<file path="config.mk">
export PLATFORM = sky130hd
export DESIGN_NAME = fifo_irq_ctrl
export DESIGN_NICKNAME = d
export VERILOG_FILES = /design/src/rtl/fic_pkg.sv /design/src/rtl/fic_status_reg.sv /design/src/rtl/fic_mask_reg.sv /design/src/rtl/fic_wmark_reg.sv /design/src/rtl/fic_irq_fsm.sv /design/src/rtl/fifo_irq_ctrl.sv
export SDC_FILE = /design/constraint.sdc
export NUM_CORES = 1
export LEC_CHECK = 0
export ABC_AREA = 0
export BUFFER_PORTS_ARGS = -buffer_cell sky130_fd_sc_hd__buf_2
export CAP_MARGIN = 20
export CORE_ASPECT_RATIO = 1.1
export CORE_UTILIZATION = 45
export DETAILED_ROUTE_END_ITERATION = 10
export PLACE_DENSITY = 0.87
export SLEW_MARGIN = 5
export SYNTH_ARGS = -nofsm -noshare
export SYNTH_HDL_FRONTEND = slang
export SYNTH_SLANG_ARGS = --single-unit
</file>
<file path="constraint.sdc">
create_clock -name clk -period 2.5 [get_ports clk]
set_input_delay 0.625 -clock clk [delete_from_list [all_inputs] [get_ports clk]]
set_output_delay 0.625 -clock clk [all_outputs]
set_load 0.005 [all_outputs]
</file>
<file path="src/rtl/fic_pkg.sv">
package fic_pkg;
    localparam int NBITS     = 7;
    localparam int B_RX_OVF  = 0;
    localparam int B_TX_LOW  = 2;
    localparam int B_TX_FULL = 3;
    localparam int B_RX_RDY  = 4;
    localparam int B_RX_FULL = 5;
    localparam int B_TX_UDF  = 6;

    localparam logic [NBITS-1:0] STICKY_BITS = 7'b1000001;
    localparam logic [NBITS-1:0] LEVEL_BITS  = 7'b0111100;
    localparam logic [NBITS-1:0] DEF_BITS    = STICKY_BITS | LEVEL_BITS;

    localparam int OFS_STATUS = 'h04;
    localparam int OFS_ENABLE = 'h08;
    localparam int OFS_DISABL = 'h0C;
    localparam int OFS_MASK   = 'h10;
    localparam int OFS_TXWM   = 'h28;
    localparam int OFS_RXWM   = 'h2C;

    typedef enum logic {
        IRQ_QUIET  = 1'b0,
        IRQ_RAISED = 1'b1
    } irq_state_e;
endpackage

</file>
<file path="src/rtl/fic_status_reg.sv">
module fic_status_reg
    import fic_pkg::*;
#(
    parameter int DEPTH = 63,
    parameter int LVL_W = 6
) (
    input  logic             clk,
    input  logic             rst_n,
    input  logic [LVL_W-1:0] tx_level,
    input  logic [LVL_W-1:0] rx_level,
    input  logic [LVL_W-1:0] tx_wm,
    input  logic [LVL_W-1:0] rx_wm,
    input  logic             rx_ovf_ev,
    input  logic             tx_udf_ev,
    input  logic [NBITS-1:0] clr,
    output logic [NBITS-1:0] status
);
    logic [NBITS-1:0] lvl_cond;
    logic [NBITS-1:0] evt;

    always_comb begin
        lvl_cond            = '0;
        lvl_cond[B_TX_LOW]  = tx_level < tx_wm;
        lvl_cond[B_TX_FULL] = tx_level == LVL_W'(DEPTH);
        lvl_cond[B_RX_RDY]  = rx_level >= rx_wm;
        lvl_cond[B_RX_FULL] = rx_level == LVL_W'(DEPTH);
        evt                 = '0;
        evt[B_RX_OVF]       = rx_ovf_ev;
        evt[B_TX_UDF]       = tx_udf_ev;
    end

    for (genvar b = 0; b < NBITS; b++) begin : g_bit
        if (STICKY_BITS[b]) begin : g_sticky
            always_ff @(posedge clk) begin
                if (!rst_n) status[b] <= 1'b0;
                else        status[b] <= (status[b] & ~clr[b]) | evt[b];
            end
        end else if (LEVEL_BITS[b]) begin : g_level
            always_ff @(posedge clk) begin
                if (!rst_n) status[b] <= 1'b0;
                else        status[b] <= lvl_cond[b];
            end
        end else begin : g_none
            assign status[b] = 1'b0;
        end
    end

    AST_OVF_SET: assert property (@(posedge clk) disable iff (!rst_n)
        rx_ovf_ev |=> status[B_RX_OVF]);
    AST_UDF_SET: assert property (@(posedge clk) disable iff (!rst_n)
        tx_udf_ev |=> status[B_TX_UDF]);
    AST_STICKY_HOLD: assert property (@(posedge clk) disable iff (!rst_n)
        (status[B_RX_OVF] && !clr[B_RX_OVF]) |=> status[B_RX_OVF]);
    AST_CLR_WORKS: assert property (@(posedge clk) disable iff (!rst_n)
        (clr[B_TX_UDF] && !tx_udf_ev) |=> !status[B_TX_UDF]);
    AST_TX_FULL: assert property (@(posedge clk) disable iff (!rst_n)
        (tx_level == LVL_W'(DEPTH)) |=> status[B_TX_FULL]);
    AST_RX_FULL: assert property (@(posedge clk) disable iff (!rst_n)
        (rx_level == LVL_W'(DEPTH)) |=> status[B_RX_FULL]);
endmodule

</file>
<file path="src/rtl/fic_mask_reg.sv">
module fic_mask_reg
    import fic_pkg::*;
(
    input  logic             clk,
    input  logic             rst_n,
    input  logic [NBITS-1:0] set_bits,
    input  logic [NBITS-1:0] clr_bits,
    output logic [NBITS-1:0] mask
);
    logic [NBITS-1:0] mask_nx;

    always_comb mask_nx = (mask | set_bits) & ~clr_bits & DEF_BITS;

    always_ff @(posedge clk) begin
        if (!rst_n) mask <= '0;
        else        mask <= mask_nx;
    end

    AST_MASK_SET: assert property (@(posedge clk) disable iff (!rst_n)
        (set_bits != '0 && clr_bits == '0) |=>
        ((mask & $past(set_bits & DEF_BITS)) == $past(set_bits & DEF_BITS)));
    AST_MASK_CLR: assert property (@(posedge clk) disable iff (!rst_n)
        (clr_bits != '0) |=> ((mask & $past(clr_bits)) == '0));
    AST_MASK_STABLE: assert property (@(posedge clk) disable iff (!rst_n)
        (set_bits == '0 && clr_bits == '0) |=> $stable(mask));
endmodule

</file>
<file path="src/rtl/fic_wmark_reg.sv">
module fic_wmark_reg #(
    parameter int W         = 6,
    parameter int RESET_VAL = 1
) (
    input  logic         clk,
    input  logic         rst_n,
    input  logic         we,
    input  logic [W-1:0] wdata,
    output logic [W-1:0] q
);
    always_ff @(posedge clk) begin
        if (!rst_n)  q <= W'(RESET_VAL);
        else if (we) q <= wdata;
    end

    AST_WM_HOLD: assert property (@(posedge clk) disable iff (!rst_n)
        !we |=> $stable(q));
    AST_WM_LOAD: assert property (@(posedge clk) disable iff (!rst_n)
        we |=> (q == $past(wdata)));
endmodule

</file>
<file path="src/rtl/fic_irq_fsm.sv">
module fic_irq_fsm
    import fic_pkg::*;
(
    input  logic clk,
    input  logic rst_n,
    input  logic pend,
    output logic irq
);
    irq_state_e state, state_nx;

    always_ff @(posedge clk) begin
        if (!rst_n) state <= IRQ_QUIET;
        else        state <= state_nx;
    end

    always_comb begin
        state_nx = state;
        unique case (state)
            IRQ_QUIET:  if (pend)  state_nx = IRQ_RAISED;
            IRQ_RAISED: if (!pend) state_nx = IRQ_QUIET;
            default:    state_nx = IRQ_QUIET;
        endcase
    end

    always_comb irq = (state == IRQ_RAISED);

    AST_IRQ_RISE: assert property (@(posedge clk) disable iff (!rst_n)
        pend |=> irq);
    AST_IRQ_FALL: assert property (@(posedge clk) disable iff (!rst_n)
        !pend |=> !irq);
endmodule

</file>
<file path="src/rtl/fifo_irq_ctrl.sv">
module fifo_irq_ctrl
    import fic_pkg::*;
#(
    parameter int DATA_W     = 32,
    parameter int ADDR_W     = 8,
    parameter int FIFO_DEPTH = 63,
    parameter int TX_WM_RST  = 1,
    parameter int RX_WM_RST  = 32,
    localparam int LVL_W     = $clog2(FIFO_DEPTH + 1)
) (
    input  logic              clk,
    input  logic              rst_n,
    input  logic              reg_wr,
    input  logic [ADDR_W-1:0] reg_addr,
    input  logic [DATA_W-1:0] reg_wdata,
    output logic [DATA_W-1:0] reg_rdata,
    input  logic [LVL_W-1:0]  tx_level,
    input  logic [LVL_W-1:0]  rx_level,
    input  logic              rx_ovf_pulse,
    input  logic              tx_udf_pulse,
    output logic              irq
);
    localparam logic [ADDR_W-1:0] A_STATUS = ADDR_W'(OFS_STATUS);
    localparam logic [ADDR_W-1:0] A_ENABLE = ADDR_W'(OFS_ENABLE);
    localparam logic [ADDR_W-1:0] A_DISABL = ADDR_W'(OFS_DISABL);
    localparam logic [ADDR_W-1:0] A_MASK   = ADDR_W'(OFS_MASK);
    localparam logic [ADDR_W-1:0] A_TXWM   = ADDR_W'(OFS_TXWM);
    localparam logic [ADDR_W-1:0] A_RXWM   = ADDR_W'(OFS_RXWM);

    logic [NBITS-1:0] status, mask, w1c, set_bits, clr_bits;
    logic [LVL_W-1:0] tx_wm, rx_wm;
    logic             we_txwm, we_rxwm, pend;

    always_comb begin
        w1c      = (reg_wr && reg_addr == A_STATUS) ? reg_wdata[NBITS-1:0] : '0;
        set_bits = (reg_wr && reg_addr == A_ENABLE) ? reg_wdata[NBITS-1:0] : '0;
        clr_bits = (reg_wr && reg_addr == A_DISABL) ? reg_wdata[NBITS-1:0] : '0;
        we_txwm  = reg_wr && reg_addr == A_TXWM;
        we_rxwm  = reg_wr && reg_addr == A_RXWM;
        pend     = |(status & mask);
    end

    fic_status_reg #(.DEPTH(FIFO_DEPTH), .LVL_W(LVL_W)) u_status (
        .clk       (clk),
        .rst_n     (rst_n),
        .tx_level  (tx_level),
        .rx_level  (rx_level),
        .tx_wm     (tx_wm),
        .rx_wm     (rx_wm),
        .rx_ovf_ev (rx_ovf_pulse),
        .tx_udf_ev (tx_udf_pulse),
        .clr       (w1c),
        .status    (status)
    );

    fic_mask_reg u_mask (
        .clk      (clk),
        .rst_n    (rst_n),
        .set_bits (set_bits),
        .clr_bits (clr_bits),
        .mask     (mask)
    );

    fic_wmark_reg #(.W(LVL_W), .RESET_VAL(TX_WM_RST)) u_txwm (
        .clk   (clk),
        .rst_n (rst_n),
        .we    (we_txwm),
        .wdata (reg_wdata[LVL_W-1:0]),
        .q     (tx_wm)
    );

    fic_wmark_reg #(.W(LVL_W), .RESET_VAL(RX_WM_RST)) u_rxwm (
        .clk   (clk),
        .rst_n (rst_n),
        .we    (we_rxwm),
        .wdata (reg_wdata[LVL_W-1:0]),
        .q     (rx_wm)
    );

    fic_irq_fsm u_fsm (
        .clk   (clk),
        .rst_n (rst_n),
        .pend  (pend),
        .irq   (irq)
    );

    always_comb begin
        reg_rdata = '0;
        unique case (reg_addr)
            A_STATUS: reg_rdata = {{(DATA_W-NBITS){1'b0}}, status};
            A_MASK:   reg_rdata = {{(DATA_W-NBITS){1'b0}}, mask};
            A_TXWM:   reg_rdata = {{(DATA_W-LVL_W){1'b0}}, tx_wm};
            A_RXWM:   reg_rdata = {{(DATA_W-LVL_W){1'b0}}, rx_wm};
            default:  reg_rdata = '0;
        endcase
    end

    AST_STATUS_UNDEF: assert property (@(posedge clk) disable iff (!rst_n)
        (status & ~DEF_BITS) == '0);
    AST_MASK_UNDEF: assert property (@(posedge clk) disable iff (!rst_n)
        (mask & ~DEF_BITS) == '0);
endmodule

</file>
==> impl_metrics.tcl <==
set metrics [dict create \
    synth_xor_xnor_area_share_pct 0 \
    final_cells 284 \
    drive_gt1_share_pct 25.0 \
    synth-compound-area-share_pct 11.1 \
    violations "negative setup slack" \
    ir_worst_vdd_v 0.000154 \
    seq_power_share_pct 58.2 \
    cts_sinks 25 \
    report.final.slew_viol_count 0 \
    grt_max_degree 21 \
    fmax_mhz 383 \
    drt_iter0_drc 61 \
    fin_worst_skew_ps 8.70 \
    cp.required_ps 1880 \
    area_growth_pct 14.2 \
    ys_top_cells_by_count "buf_4, dfxtp_1, mux2i_1" \
    grt_pass1_wl_um 5620 \
    fin_setup_tns_ps -490 \
    initial_core_util_pct 48.4 \
    grt_antenna_before_repair 0 \
    grt_use_met3_pct 1.57 \
    route.detailed.drc 0 \
    synth-seq-cells 25 \
    netlist.top_cell.by_area "dfxtp_1" \
    outcome "finished with violations" \
    cts-buffers-inserted 3 \
    synth_fa_ha_area_share_pct 8.27 \
    start_kind "input pin" \
    worstPathArrival_ps 1990 \
    grt_use_total_pct 18.7 \
    ant_nets 0 \
    cts_root_buf "clkbuf_4" \
    nFillCells 348 \
    cts_tree "yes" \
    synth-async-reset-ratio_pct 0 \
    grt_remaining_overflow 0 \
    place_hpwl_um 2780 \
    die-area_mm2 0.00395 \
    p_leak_nw 0.855 \
    ys_seq_area_share_pct 30.1 \
    crit_path_end_kind "primary output" \
    syn-cell-area_mm2 0.00166 \
    ys_warn_count 0 \
    htreeDepth 1 \
    fin_crit_ps 2610 \
    synth_top_family_by_area "simple AND/OR/NAND/NOR gates" \
    row_count 22 \
    sw_frac_of_total_pct 26.9 \
    viasPerCell 5.13 \
    grtUsageMet1_pct 23.3 \
    vias 1456 \
    core_mm2 0.00344 \
    wl_per_cell_um 12.4 \
    synth_top_area_share_pct 30.1 \
    top_usage_layer "met2" \
    wl_um 3530 \
    hold_buffers 0 \
    path_max_fanout 7 \
    synthTopCellsByArea "dfxtp_1, mux2i_1, buf_4, ha_1, nand2_1" \
    critPathKind "in -> out" \
    hold_violations 0 \
    power.total_uw 699 \
    placed_cells 280 \
    dpl-instance-area_mm2 0.00186 \
    avgSynthCellArea_um2 8.67 \
    drt-pass1-iter-count 4 \
    finalWorstSetupSlack_ps -113 \
    hp-class "reg -> reg" \
    synth_mux_area_share_pct 14.4 \
    clkPwrFrac_pct 26.0 \
    die_w_um 60.0 \
    synthCells 192 \
    die_h_um 65.8 \
    synth-simple-area-share_pct 19.4 \
    clockBufferDepth 2 \
    synth_edf_count 0 \
    fin_area_mm2 0.00190 \
    maxCapViolCount 0 \
    grt_setup_unrepaired "yes" \
    post-route-period-util_pct 105 \
    place_congestion 0.915 \
    p_switching_uw 188 \
    grt_pass1_vias 1285 \
    antenna_cells 0 \
    setup_violations 6 \
    path_clk_slew_ps 130 \
    grt.met2_usage_pct 32.6 \
    ys.flop_type "dfxtp_1" \
    p_per_area_mw_per_mm2 368 \
    clk_latency_ps 320 \
    port_buffers 39 \
    synth_cell_types 33 \
    p_comb_share_pct 15.9 \
    p_int_uw 511 \
    ios 90 \
    finalNetCount 305 \
]
power by group through the flow:
stage	logic, mW	registers, mW	clock network (mW)
after floorplan	0.0882	0.414	0
after global placement	0.106	0.415	0
after detailed placement	0.108	0.416	0
after global routing	0.124	0.408	0.201
final	0.111	0.407	0.181
after CTS	0.110	0.407	0.186
logic make-up after synthesis:
group | after synthesis
flops | 25
compound gates | 25
simple gates | 60
fa+ha+maj | 11
mux | 24
buf+inv | 46
other cells | 1
path summary, 6_finish.rpt:
path | from | cells past startpoint | slack, ps | to
max | reg_addr[0] | 5 | -110 | reg_rdata[5]
min | u_rxwm.q[1]$_SDFFE_PN0P_ | 2 | 480 | u_rxwm.q[1]$_SDFFE_PN0P_
max reg2reg | u_rxwm.q[4]$_SDFFE_PN0P_ | 5 | 1220 | u_status.status[4]$_SDFF_PN0_
min reg2reg | u_rxwm.q[1]$_SDFFE_PN0P_ | 2 | 480 | u_rxwm.q[1]$_SDFFE_PN0P_
sequential cells by signal (all words and copies together), names as in the netlist:
signal and cells:
u_fsm.irq 1, u_mask.mask 6, u_rxwm.q 6, u_status.status 6
u_txwm.q 6
layout by cell type, fill, tap and decap left out, types with 9 or more instances in the layout:
master / synthesis / routed
inv_1: 14 / 14
nand2_1: 23 / 23
nor2_1: 10 / 10
mux2i_1: 24 / 24
conb_1: 1 / 25
buf_4: 25 / 9
ha_1: 11 / 11
a22oi_1: 9 / 9
dfxtp_1: 25 / 25
buf_2: 0 / 38
repair_timing:
| action | CTS | global route |
|---|---|---|
| setup buffers | 0 | 0 |
| resized for setup | 3 | 0 |
| gates cloned | 0 | 0 |
| endpoints found under the setup margin | 7 | 7 |
area by class of cell:
| type | count | area [um^2] | share of cell area [%] |
|---|---|---|---|
| Sequential cell | 25 | 500 | 26.3 |
| Timing Repair Buffer | 48 | 269 | 14.2 |
| Tap cell | 48 | 60.1 | 3.16 |
| Clock inverter | 1 | 5.00 | 0.263 |
| Inverter | 14 | 52.6 | 2.76 |
| Multi-Input combinational cell | 145 | 991 | 52.1 |
| Clock buffer | 3 | 22.5 | 1.18 |
worst max-delay path, cell delays in order:
cell and delay (ps):
buf_2 110, or4_4 520, or3_4 400, o22ai_1 200, buf_2 140
per-stage QoR:
stage / worst slack, ps / utilization (%) / hold slack [ps]
finish: -113 / 55.2 / 484
global route: -143 / 55.2 / 503
CTS: -112 / 55.2 / 484
detailed placement: -207 / 53.9 / 464
global placement: -207 / 53.9 / 457
floorplan: 35.9 / - / 447
metal layers:
layer,vias up,share of wire (%)
met1,675,44
met3,7,4.6
met4,0,1.9
li1,714,-
met5,-,0
met2,60,49
Power figures use the tool's default switching activity.
